--- src/rtl/idct8_pkg.sv ---
package idct8_pkg;
  localparam int LANES = 8;
  localparam int HALF  = LANES / 2;
endpackage

--- src/rtl/idct8_even.sv ---
module idct8_even #(
  parameter int W = 16
) (
  input  logic signed [W-1:0] d0,
  input  logic signed [W-1:0] d2,
  input  logic signed [W-1:0] d4,
  input  logic signed [W-1:0] d6,
  output logic signed [W-1:0] b0,
  output logic signed [W-1:0] b2,
  output logic signed [W-1:0] b4,
  output logic signed [W-1:0] b6
);
  logic signed [W-1:0] a0, a2, a4, a6;

  // first even stage
  always_comb begin
    a0 = d0 + d4;
    a4 = d0 - d4;
    a6 = d2 + (d6 >>> 1);
    a2 = (d2 >>> 1) - d6;
  end

  // second even stage
  always_comb begin
    b0 = a0 + a6;
    b6 = a0 - a6;
    b2 = a4 + a2;
    b4 = a4 - a2;
  end
endmodule

--- src/rtl/idct8_odd.sv ---
module idct8_odd #(
  parameter int W = 16
) (
  input  logic signed [W-1:0] d1,
  input  logic signed [W-1:0] d3,
  input  logic signed [W-1:0] d5,
  input  logic signed [W-1:0] d7,
  output logic signed [W-1:0] b1,
  output logic signed [W-1:0] b3,
  output logic signed [W-1:0] b5,
  output logic signed [W-1:0] b7
);
  logic signed [W-1:0] m1, m3, m5, m7;
  logic signed [W-1:0] a1, a3, a5, a7;

  // 1.5x built from a shift and an add
  always_comb begin
    m1 = d1 + (d1 >>> 1);
    m3 = d3 + (d3 >>> 1);
    m5 = d5 + (d5 >>> 1);
    m7 = d7 + (d7 >>> 1);
  end

  always_comb begin
    a1 = d5 - d3 - m7;
    a3 = d1 + d7 - m3;
    a5 = d7 - d1 + m5;
    a7 = d3 + d5 + m1;
  end

  // quarter-shift cross terms
  always_comb begin
    b1 = (a7 >>> 2) + a1;
    b7 = a7 - (a1 >>> 2);
    b3 = a3 + (a5 >>> 2);
    b5 = (a3 >>> 2) - a5;
  end
endmodule

--- src/rtl/idct8_merge.sv ---
module idct8_merge #(
  parameter int W = 16
) (
  input  logic [idct8_pkg::HALF-1:0][W-1:0]  even_i,
  input  logic [idct8_pkg::HALF-1:0][W-1:0]  odd_i,
  output logic [idct8_pkg::LANES-1:0][W-1:0] res_o
);
  localparam int LAST = idct8_pkg::LANES - 1;

  // lane k and lane LAST-k share one sum/difference pair
  for (genvar k = 0; k < idct8_pkg::HALF; k++) begin : g_pair
    logic signed [W-1:0] e_s, o_s;
    assign e_s = even_i[k];
    assign o_s = odd_i[k];
    assign res_o[k]        = e_s + o_s;
    assign res_o[LAST - k] = e_s - o_s;
  end
endmodule

--- src/rtl/idct8_pass.sv ---
module idct8_pass #(
  parameter int W = 16
) (
  input  logic                                clk,
  input  logic                                rst_n,
  input  logic                                in_valid,
  output logic                                in_ready,
  input  logic [idct8_pkg::LANES-1:0][W-1:0]  in_coef,
  output logic                                out_valid,
  input  logic                                out_ready,
  output logic [idct8_pkg::LANES-1:0][W-1:0]  out_data
);
  import idct8_pkg::*;

  logic signed [W-1:0] b0, b1, b2, b3, b4, b5, b6, b7;
  logic [HALF-1:0][W-1:0]  even_v, odd_v;
  logic [LANES-1:0][W-1:0] result;
  logic                    take;

  idct8_even #(.W(W)) u_even (
    .d0(in_coef[0]), .d2(in_coef[2]), .d4(in_coef[4]), .d6(in_coef[6]),
    .b0(b0), .b2(b2), .b4(b4), .b6(b6)
  );

  idct8_odd #(.W(W)) u_odd (
    .d1(in_coef[1]), .d3(in_coef[3]), .d5(in_coef[5]), .d7(in_coef[7]),
    .b1(b1), .b3(b3), .b5(b5), .b7(b7)
  );

  // lane k pairs even term with odd partner: (b0,b7) (b2,b5) (b4,b3) (b6,b1)
  assign even_v = {b6, b4, b2, b0};
  assign odd_v  = {b1, b3, b5, b7};

  idct8_merge #(.W(W)) u_merge (
    .even_i(even_v),
    .odd_i (odd_v),
    .res_o (result)
  );

  assign in_ready = !out_valid || out_ready;
  assign take     = in_valid && in_ready;

  always_ff @(posedge clk) begin
    if (!rst_n) begin
      out_valid <= 1'b0;
      out_data  <= '0;
    end else begin
      if (take) begin
        out_valid <= 1'b1;
        out_data  <= result;
      end else if (out_ready) begin
        out_valid <= 1'b0;
      end
    end
  end


  accept_latency_chk: assert property (@(posedge clk) disable iff (!rst_n)
    (in_valid && in_ready) |=> out_valid);


  stall_valid_chk: assert property (@(posedge clk) disable iff (!rst_n)
    (out_valid && !out_ready) |=> out_valid);


  stall_data_chk: assert property (@(posedge clk) disable iff (!rst_n)
    (out_valid && !out_ready) |=> $stable(out_data));


  ready_rule_chk: assert property (@(posedge clk) disable iff (!rst_n)
    !in_ready |-> (out_valid && !out_ready));


  idle_drain_chk: assert property (@(posedge clk) disable iff (!rst_n)
    (!in_valid && out_ready) |=> !out_valid);
endmodule

--- config.mk ---
export PLATFORM = sky130hd
export DESIGN_NAME = idct8_pass
export DESIGN_NICKNAME = d
export VERILOG_FILES = /design/src/rtl/idct8_pkg.sv /design/src/rtl/idct8_even.sv /design/src/rtl/idct8_odd.sv /design/src/rtl/idct8_merge.sv /design/src/rtl/idct8_pass.sv
export SDC_FILE = /design/constraint.sdc
export NUM_CORES = 1
export LEC_CHECK = 0
export BUFFER_PORTS_ARGS = -buffer_cell sky130_fd_sc_hd__buf_4
export CORE_MARGIN = 2
export CORE_UTILIZATION = 35
export CTS_CLUSTER_DIAMETER = 200
export DETAILED_ROUTE_END_ITERATION = 6
export PLACE_DENSITY = 0.58
export SYNTH_ARGS = -nofsm -noshare
export SYNTH_HDL_FRONTEND = slang
export SYNTH_HIERARCHICAL = 1
export SYNTH_SLANG_ARGS = --single-unit
--- constraint.sdc ---
create_clock -name clk -period 17 [get_ports clk]
set_input_delay 2.55 -clock clk [delete_from_list [all_inputs] [get_ports clk]]
set_output_delay 2.55 -clock clk [all_outputs]
set_load 0.03 [all_outputs]
## Word level (Yosys, flattened, before mapping)

Index checks and enable logic that the tools add are counted.

| storage, ports and cells | value |
|---|---|
| register bits | 129 |
| bits of input ports | 132 |
| output and inout bits | 130 |
| logic and storage cells | 47 |

| operators by class | value |
|---|---|
| add/subtract/negate cells | 32 |
| mux-type cells | 2 |
| reduce and logical (&&, ||, !) cells | 4 |

Operator list:

| cell | number |
|---|---|
| $add A16 B16 Y16 | 11 |
| $sub A16 B16 Y16 | 11 |
| $add A16 B15 Y16 | 5 |
| $add A14 B16 Y16 | 1 |
| $add A16 B14 Y16 | 1 |
| $sub A14 B16 Y16 | 1 |
| $sub A15 B16 Y16 | 1 |
| $sub A16 B14 Y16 | 1 |
| $mux W1 | 2 |
| $reduce_bool A2 Y1 | 1 |
| $logic_and A1 B1 Y1 | 1 |
| $logic_not A1 Y1 | 1 |
| $logic_or A1 B1 Y1 | 1 |

## Longest topological paths before layout

Gate-level depths: netlist of run 1.

| depth | value |
|---|---|
| depth after elaboration | 4 |
| mapped depth | 35 |
| gate-level depth less buffers | 34 |

## Modules after synthesis

The synthesis of run 1 kept the hierarchy.

Modules (own cells, without submodules):

| module | times used | cells an instance | area an instance (µm²) | sequential area each (µm²) |
|---|---|---|---|---|
| idct8_odd | 1 | 1063 | 8458.1 | 0.0 |
| idct8_merge | 1 | 838 | 5779.3 | 0.0 |
| idct8_even | 1 | 775 | 5537.8 | 0.0 |
| idct8_pass | 1 | 561 | 5238.8 | 2582.5 |

## Least setup slack after synthesis of run 1

Ideal clock, no wire load.

| timing | value |
|---|---|
| kind | input port to flip-flop |
| from | input port in_coef[48] (netlist bit) |
| to | register out_data[127] (netlist bit) |
| setup time | 0.072 ns |
| arrival time | 8.331 ns |
| data required time | 16.928 ns |
| slack | 8.598 ns |
| stages | 33 |
| path buffers | 1 |
| cells stage by stage | ha_1 inv_1 fa_1 inv_1 fa_1 fa_1 nor2b_1 o21ai_1 a21boi_1 o21ai_1 a21boi_1 o21ai_1 a21oi_1 nor2_1 xor2_1 ha_1 and3_1 a211oi_1 nor2_1 o21a_1 nor2_1 xnor2_1 inv_1 ha_1 clkbuf_1 inv_1 nor2_1 a221o_1 a21o_1 or4_1 nand3_1 nand2_1 mux2i_1 |

RTL lines:

| what | RTL line | source |
|---|---|---|
| start: declaration | idct8_pass.sv:8 | `input logic [idct8_pkg::LANES-1:0][W-1:0] in_coef,` |
| end signal: assignment | idct8_pass.sv:50 | `out_data <= result;` |
| end: declaration | idct8_pass.sv:11 | `output logic [idct8_pkg::LANES-1:0][W-1:0] out_data` |

==> key figures, run 1 <==
Outcome
  • Outcome: completed

Critical path
  • Worst-case reg-to-reg path depth: 4
  • R2R Setup Slk: 14.84 ns
  • Critical path peak fanout: 11
  • Startpoint Class: input pin
  • CP arrival: roughly 9.1 ns
  • Worst Setup EP: out_data[79]
  • Kind of critical path: input pin to flip-flop
  • CP Data Required Time: about 17 ns
  • R2r endpoint: out_data[20]
  • Worst r2r src: out_valid
  • CP endpoint kind: flip-flop
  • Worst Setup SP: in_coef[18]

Floorplanning
  • Die area: ~74000 µm²
  • Die width: approximately 270 µm
  • Ports: 262
  • Rows: 98
  • Die Height: ~270 µm
  • Core area: around 70000 µm²
  • Initial Util: 0.352

Route
  • DRC violations left: 0
  • Drt wl/cell: 16.7 µm
  • Drt pass-1 iters: 5
  • Via count: around 21000
  • Via density: just under 5
  • ANT nets after route: 0
  • WL final: ~73 mm
  • Starting DRT DRC Count: between 1000 and 1500

Global routing
  • First-pass GRT wire length: approximately 110 mm
  • Vias in the first global route: between 20000 and 25000
  • GR Overflow Total: 0
  • GRT Total Usage: 0.194
  • Largest net degree at the start of global routing: between 100 and 150
  • Initial antenna violation count: 0

Yosys
  • Post-Syn Area: ~25000 µm²
  • Sequential share of the synthesized area: 0.103
  • Ys Warns: 6
  • Syn Nets: slightly below 4000
  • Yosys reg bits: about 130
  • Syn avg cell area: ~7.7 µm²
  • Number of flops mapped to enable cells by yosys: 0
  • Gate Count Post-Synth: 3237
  • Yosys cell types: slightly above 90
  • Asr flop ratio synth: 0
  • Synth Flop Type: dfxtp_1

Placed design
  • Post-DP HPWL: between 60 and 70 mm
  • RD Place Congestion: around 0.94
  • Port buffer count: 261
  • Placed instance count: around 4300
  • DP Area: between 20000 and 30000 µm²

Timing
  • Clk_skew: between 0.01 and 0.015 ns
  • Final Slew Violations: 0
  • Worst slew pin tran: just over 1 ns
  • Highest clock rate: approximately 0.11 GHz
  • Hold Vio Cnt, Final: 0
  • Tmin final: 8.74 ns
  • Final count of negative-setup-slack endpoints: 0
  • Max_slew headroom: 0.308
  • RSZ-0062 raised after global routing: false
  • Total Neg Setup Slack: 0 ns
  • Final Cycle Share: 0.514

Cells and area
  • Final Instance Area: about 28000 µm²
  • # diodes: 0
  • Synth-to-Final Area Change: 12.3%
  • Ratio of cells with drive above 1 in the final layout: 0.101
  • Cell Count, Final, Fillers Out: roughly 4400
  • Fillers: ~7500
  • Most common cell after layout, fill and taps aside: inv_1
  • Most frequent cells in the layout: inv_1, ha_1, nand2_1, buf_4, nor2_1
  • Nets: between 4000 and 5000

Clock tree
  • CTS hold repair buffers: 0
  • # Post-CTS Setup Buffers: 0
  • Clock root cell: clkbuf_16
  • TritonCTS Buffers: 17
  • Clock sink total: 129
  • CTS tree: built
  • Worst-path clk slew: 0.07 ns
  • Post_cts resized: 0
  • H-tree Lvls: 4
  • Clock latency on the worst-skew pair: about 0.46 ns
  • Longest Clk Path Bufs: 2

Flow run
  • Number of max-cap violations: 0

Hold path
  • Hold Crit Class: flip-flop to flip-flop
==> cell type report <==
| type | count | area [µm²] | share of cell area |
|---|---|---|---|
| inverters | 517 | 1940 | 0.0691 |
| repair buffers | 265 | 2000 | 0.0711 |
| flip-flops and latches | 129 | 2580 | 0.0920 |
| multi-input cells | 2481 | 19800 | 0.705 |
| clock inverters | 15 | 145 | 0.00517 |
| well taps | 950 | 1190 | 0.0423 |
| clock buffers | 17 | 425 | 0.0151 |
==> cell usage after synthesis (6+ instances only) <==
library cell,number,share of area
inv_1,515,0.077
ha_1,361,0.18
nand2_1,349,0.052
nor2_1,237,0.036
xnor2_1,230,0.081
a21oi_1,198,0.040
fa_1,140,0.11
mux2i_1,132,0.053
dfxtp_1,129,0.10
o21ai_0,98,0.020
xor2_1,72,0.025
nor3_1,65,0.013
clkbuf_1,63,0.0095
a21o_1,51,0.015
nor2b_1,50,0.013
o21bai_1,41,0.012
nand2b_1,39,0.0098
o21a_1,33,0.0099
nand3_1,32,0.0064
a211oi_1,25,0.0075
o211ai_1,22,0.0066
or3_1,22,0.0055
buf_2,21,0.0042
o31ai_1,20,0.0060
a31oi_1,19,0.0048
o21ai_1,16,0.0032
nor4_1,14,0.0035
a211o_1,12,0.0042
and3_1,12,0.0030
a21boi_1,11,0.0033
buf_12,11,0.0088
or2_2,10,0.0025
a2111oi_0,9,0.0032
a21boi_0,9,0.0027
a221oi_1,8,0.0028
buf_4,8,0.0024
nand4_1,8,0.0020
o2111ai_1,8,0.0028
o31a_1,8,0.0028
o41ai_1,8,0.0028
nand3b_1,7,0.0021
a21oi_2,6,0.0021
or4_1,6,0.0018
==> registers in the layout, indices dropped and copies added (netlist names) <==
name and count:
out_data 128, out_valid 1
==> logic make-up after synthesis <==
logic type,count (synthesis),synth area share
mux,136,0.0546
buf+inv,627,0.105
compound gates,667,0.179
xor+xnor,305,0.108
simple gates,872,0.157
flops,129,0.103
fa+ha+maj,501,0.293
==> layer usage <==
layer  track usage  wire length, µm  vias up
li1              -                -    11100
met1         0.260            34500     9929
met2         0.330            34300      386
met3        0.0257             2670       55
met4        0.0477             1610        0
met5             0                0        -
==> metrics by stage <==
stage,hold slack (ns),util,worst slack [ns]
3_3_place_gp,0.444,0.387,7.79
2_1_floorplan,0.579,-,8.60
5_1_grt,0.474,0.395,7.74
6_report,0.454,0.395,8.26
4_1_cts,0.459,0.395,8.24
3_5_place_dp,0.449,0.387,7.78
==> worst max-delay path, cell delays in order <==
cell	delay, ns
buf_4	0.11
inv_1	0.19
fa_1	0.49
fa_1	0.50
inv_1	0.05
ha_1	0.21
fa_1	0.46
a21o_1	0.21
a21oi_2	0.23
o2111ai_1	0.18
a21o_1	0.19
or4_1	0.43
and2_2	0.20
xor2_1	0.16
ha_1	0.23
o41ai_1	0.64
xnor2_1	0.30
inv_1	0.09
ha_1	0.50
inv_1	0.14
nor4_1	0.40
a311o_1	0.24
a21oi_2	0.06
xor2_1	0.14
nand2_1	0.06
mux2i_1	0.08
==> how the worst min path moves through the flow <==
stage	startpoint	to	slack, ns	cells past startpoint
after global placement	out_data[35]	out_data[35]	0.44	2
final	out_data[35]	out_data[35]	0.45	2
after floorplan	out_data[111]	out_data[111]	0.58	2
after detailed placement	out_data[113]	out_data[113]	0.45	2
after CTS	out_data[35]	out_data[35]	0.46	2
after global routing	out_data[67]	out_data[67]	0.47	2
Power of run 1 is left out: the tool's default activity adds up to more than one toggle a clock period on the data nets, which glitch-free logic cannot reach.
==> inputs of run 2 (changes only) <==
--- a/config.mk
+++ b/config.mk
@@ -10,7 +10,7 @@
 export CORE_UTILIZATION = 35
 export CTS_CLUSTER_DIAMETER = 200
 export DETAILED_ROUTE_END_ITERATION = 6
-export PLACE_DENSITY = 0.58
+export PLACE_DENSITY = 0.6
 export SYNTH_ARGS = -nofsm -noshare
 export SYNTH_HDL_FRONTEND = slang
 export SYNTH_HIERARCHICAL = 1
==> constraint.sdc (replaced) <==
create_clock -name clk -period 7.6 [get_ports clk]
set_input_delay 1.14 -clock clk [delete_from_list [all_inputs] [get_ports clk]]
set_output_delay 1.14 -clock clk [all_outputs]
set_load 0.03 [all_outputs]
==> key figures, run 2 (synthesis gave the netlist of run 1 again) <==
Placed design
  • Post-DP HPWL: 64.2 mm (was 63.1 mm)
  • Port buffer count: 261 (unchanged)
  • Placed instance count: 4422 (was 4342)
  • RD Place Congestion: 0.945 (was 0.944)

Hold path
  • Hold Crit Class: flip-flop to flip-flop (unchanged)
  • Hold Path Sink: out_data[34] (was out_data[35])
  • Min-delay src: out_data[34] (was out_data[35])
  • Hold path depth: 2 (unchanged)

Cells and area
  • Top Registers: out_data: 128 flops, out_valid: 1 flops (unchanged)
  • Most common cell after layout, fill and taps aside: inv_1 (unchanged)
  • Cell Count, Final, Fillers Out: 4456 (was 4374)
  • Ratio of cells with drive above 1 in the final layout: 0.122 (was 0.101)
  • Synth-to-Final Area Change: 14.8% (was 12.3%)
  • Number of flip-flops in the largest register: 128 (unchanged)
  • Most frequent cells in the layout: inv_1, ha_1, nand2_1, buf_4, nor2_1 (unchanged)
  • Nets: 4124 (was 4044)
  • Fillers: 7431 (was 7531)
  • Reg with most FFs: out_data (unchanged)

Global routing
  • GR Overflow Total: 0 (unchanged)
  • Vias in the first global route: 21000 (was 20500)
  • Largest net degree at the start of global routing: 116 (was 109)
  • First-pass GRT wire length: 116 mm (was 113 mm)
  • Initial antenna violation count: 3 (was 0)
  • GRT Total Usage: 0.198 (was 0.194)

Critical path
  • R2r endpoint: out_data[32] (was out_data[20])
  • CP top delay family: compound AO/OA/AOI/OAI gates (was adder cells)
  • CP endpoint kind: flip-flop (unchanged)
  • Startpoint Class: input pin (unchanged)
  • R2R Setup Slk: 5.33 ns (was 14.84 ns)
  • CP arrival: 7.53 ns (was 9.06 ns)
  • Worst-case reg-to-reg path depth: 4 (unchanged)
  • Worst r2r src: out_valid (unchanged)
  • CP max stage cell: fa_1 (was o41ai_1)
  • WP buf/inv: 6 (was 5)
  • Kind of critical path: input pin to flip-flop (unchanged)
  • Most frequent cell on the critical path: inv_1 (unchanged)
  • CP Data Required Time: 7.98 ns (was 17.32 ns)
  • Critical path peak fanout: 5 (was 11)
  • Worst path max stage delay: 0.53 ns (was 0.64 ns)

Clock tree
  • CTS hold repair buffers: 0 (unchanged)
  • Clock root cell: clkbuf_16 (unchanged)
  • Clock latency on the worst-skew pair: 0.45 ns (was 0.46 ns)
  • Post_cts resized: 0 (unchanged)
  • Longest Clk Path Bufs: 2 (unchanged)
  • # Post-CTS Setup Buffers: 0 (unchanged)
  • CTS tree: built (unchanged)
  • Clock sink total: 129 (unchanged)
  • H-tree Lvls: 4 (unchanged)
  • Worst-path clk slew: 0.06 ns (was 0.07 ns)
  • TritonCTS Buffers: 17 (unchanged)

Floorplanning
  • Die width: 271 µm (unchanged)
  • Die area: 73600 µm² (unchanged)
  • Ports: 262 (unchanged)
  • Rows: 98 (unchanged)
  • Core area: 71100 µm² (unchanged)
  • Initial Util: 0.352 (unchanged)
  • Die Height: 271 µm (unchanged)

Timing
  • Clk_skew: 0.00936 ns (was 0.0132 ns)
  • Highest clock rate: about 0.14 GHz
  • Max_slew headroom: 0.414 (was 0.308)
  • Tmin final: ~7 ns
  • Hold Vio Cnt, Final: 0 (unchanged)
  • Worst slew pin tran: 0.857 ns (was 1.01 ns)
  • Final Slew Violations: 0 (unchanged)
  • Final count of negative-setup-slack endpoints: 0 (unchanged)
  • RSZ-0062 raised after global routing: false (unchanged)
  • Final Cycle Share: 0.941

Route
  • Via count: 22000 (was 21500)
  • WL final: 74.1 mm (was 73.1 mm)
  • Via density: 4.93 (was 4.91)
  • ANT nets after route: 0 (unchanged)
  • Starting DRT DRC Count: 1129 (was 1111)
  • Drt wl/cell: 16.6 µm (was 16.7 µm)
  • Drt pass-1 iters: 5 (unchanged)
  • DRC violations left: 0 (unchanged)

Flow run
  • Number of max-cap violations: 0 (unchanged)

Outcome
  • Outcome: completed (unchanged)
[run 2: worst max path at each step]
stage	startpoint	endpoint	slack, ns	cells past startpoint
after global routing	in_coef[114]	out_data[15]	0.002	33
after global placement	in_coef[48]	out_data[127]	0.08	33
final	in_coef[114]	out_data[127]	0.45	30
after detailed placement	in_coef[17]	out_data[47]	-0.01	31
after CTS	in_coef[17]	out_data[47]	0.46	31
after floorplan	in_coef[48]	out_data[127]	0.61	33
[run 2: layout make-up]
type | instances | area, µm² | share of cell area
Inverter | 517 | 1940 | 0.0676
Timing Repair Buffer | 345 | 2600 | 0.0904
Multi-Input combinational cell | 2481 | 19800 | 0.691
Tap cell | 950 | 1190 | 0.0414
Clock buffer | 17 | 425 | 0.0148
Clock inverter | 15 | 145 | 0.00506
Antenna cell | 2 | 5.00 | 0.000174
Sequential cell | 129 | 2580 | 0.0900
[run 2: layer usage]
layer,track usage,share of wire
met5,0,0.00015
met4,0.0531,0.024
met3,0.0256,0.039
met2,0.333,0.47
met1,0.265,0.47
[run 2: worst min-delay path: stages, from the launching register on]
cell	delay, ns
dfxtp_1	0.31
nand2_1	0.05
mux2i_1	0.05
[run 2: through the flow]
step                setup TNS (ns)  hold slack [ns]  worst slack [ns]  utilization  cell area [µm²]
global route                     0            0.475           0.00248        0.404            28700
global placement                 0            0.443            0.0803        0.395            28100
floorplan                        0            0.579             0.608            -            25000
CTS                              0            0.460             0.464        0.403            28700
detailed placement        -0.00980            0.450          -0.00980        0.395            28100
finish                           0            0.458             0.450        0.404            28700
Power of run 2 is left out for the same reason.
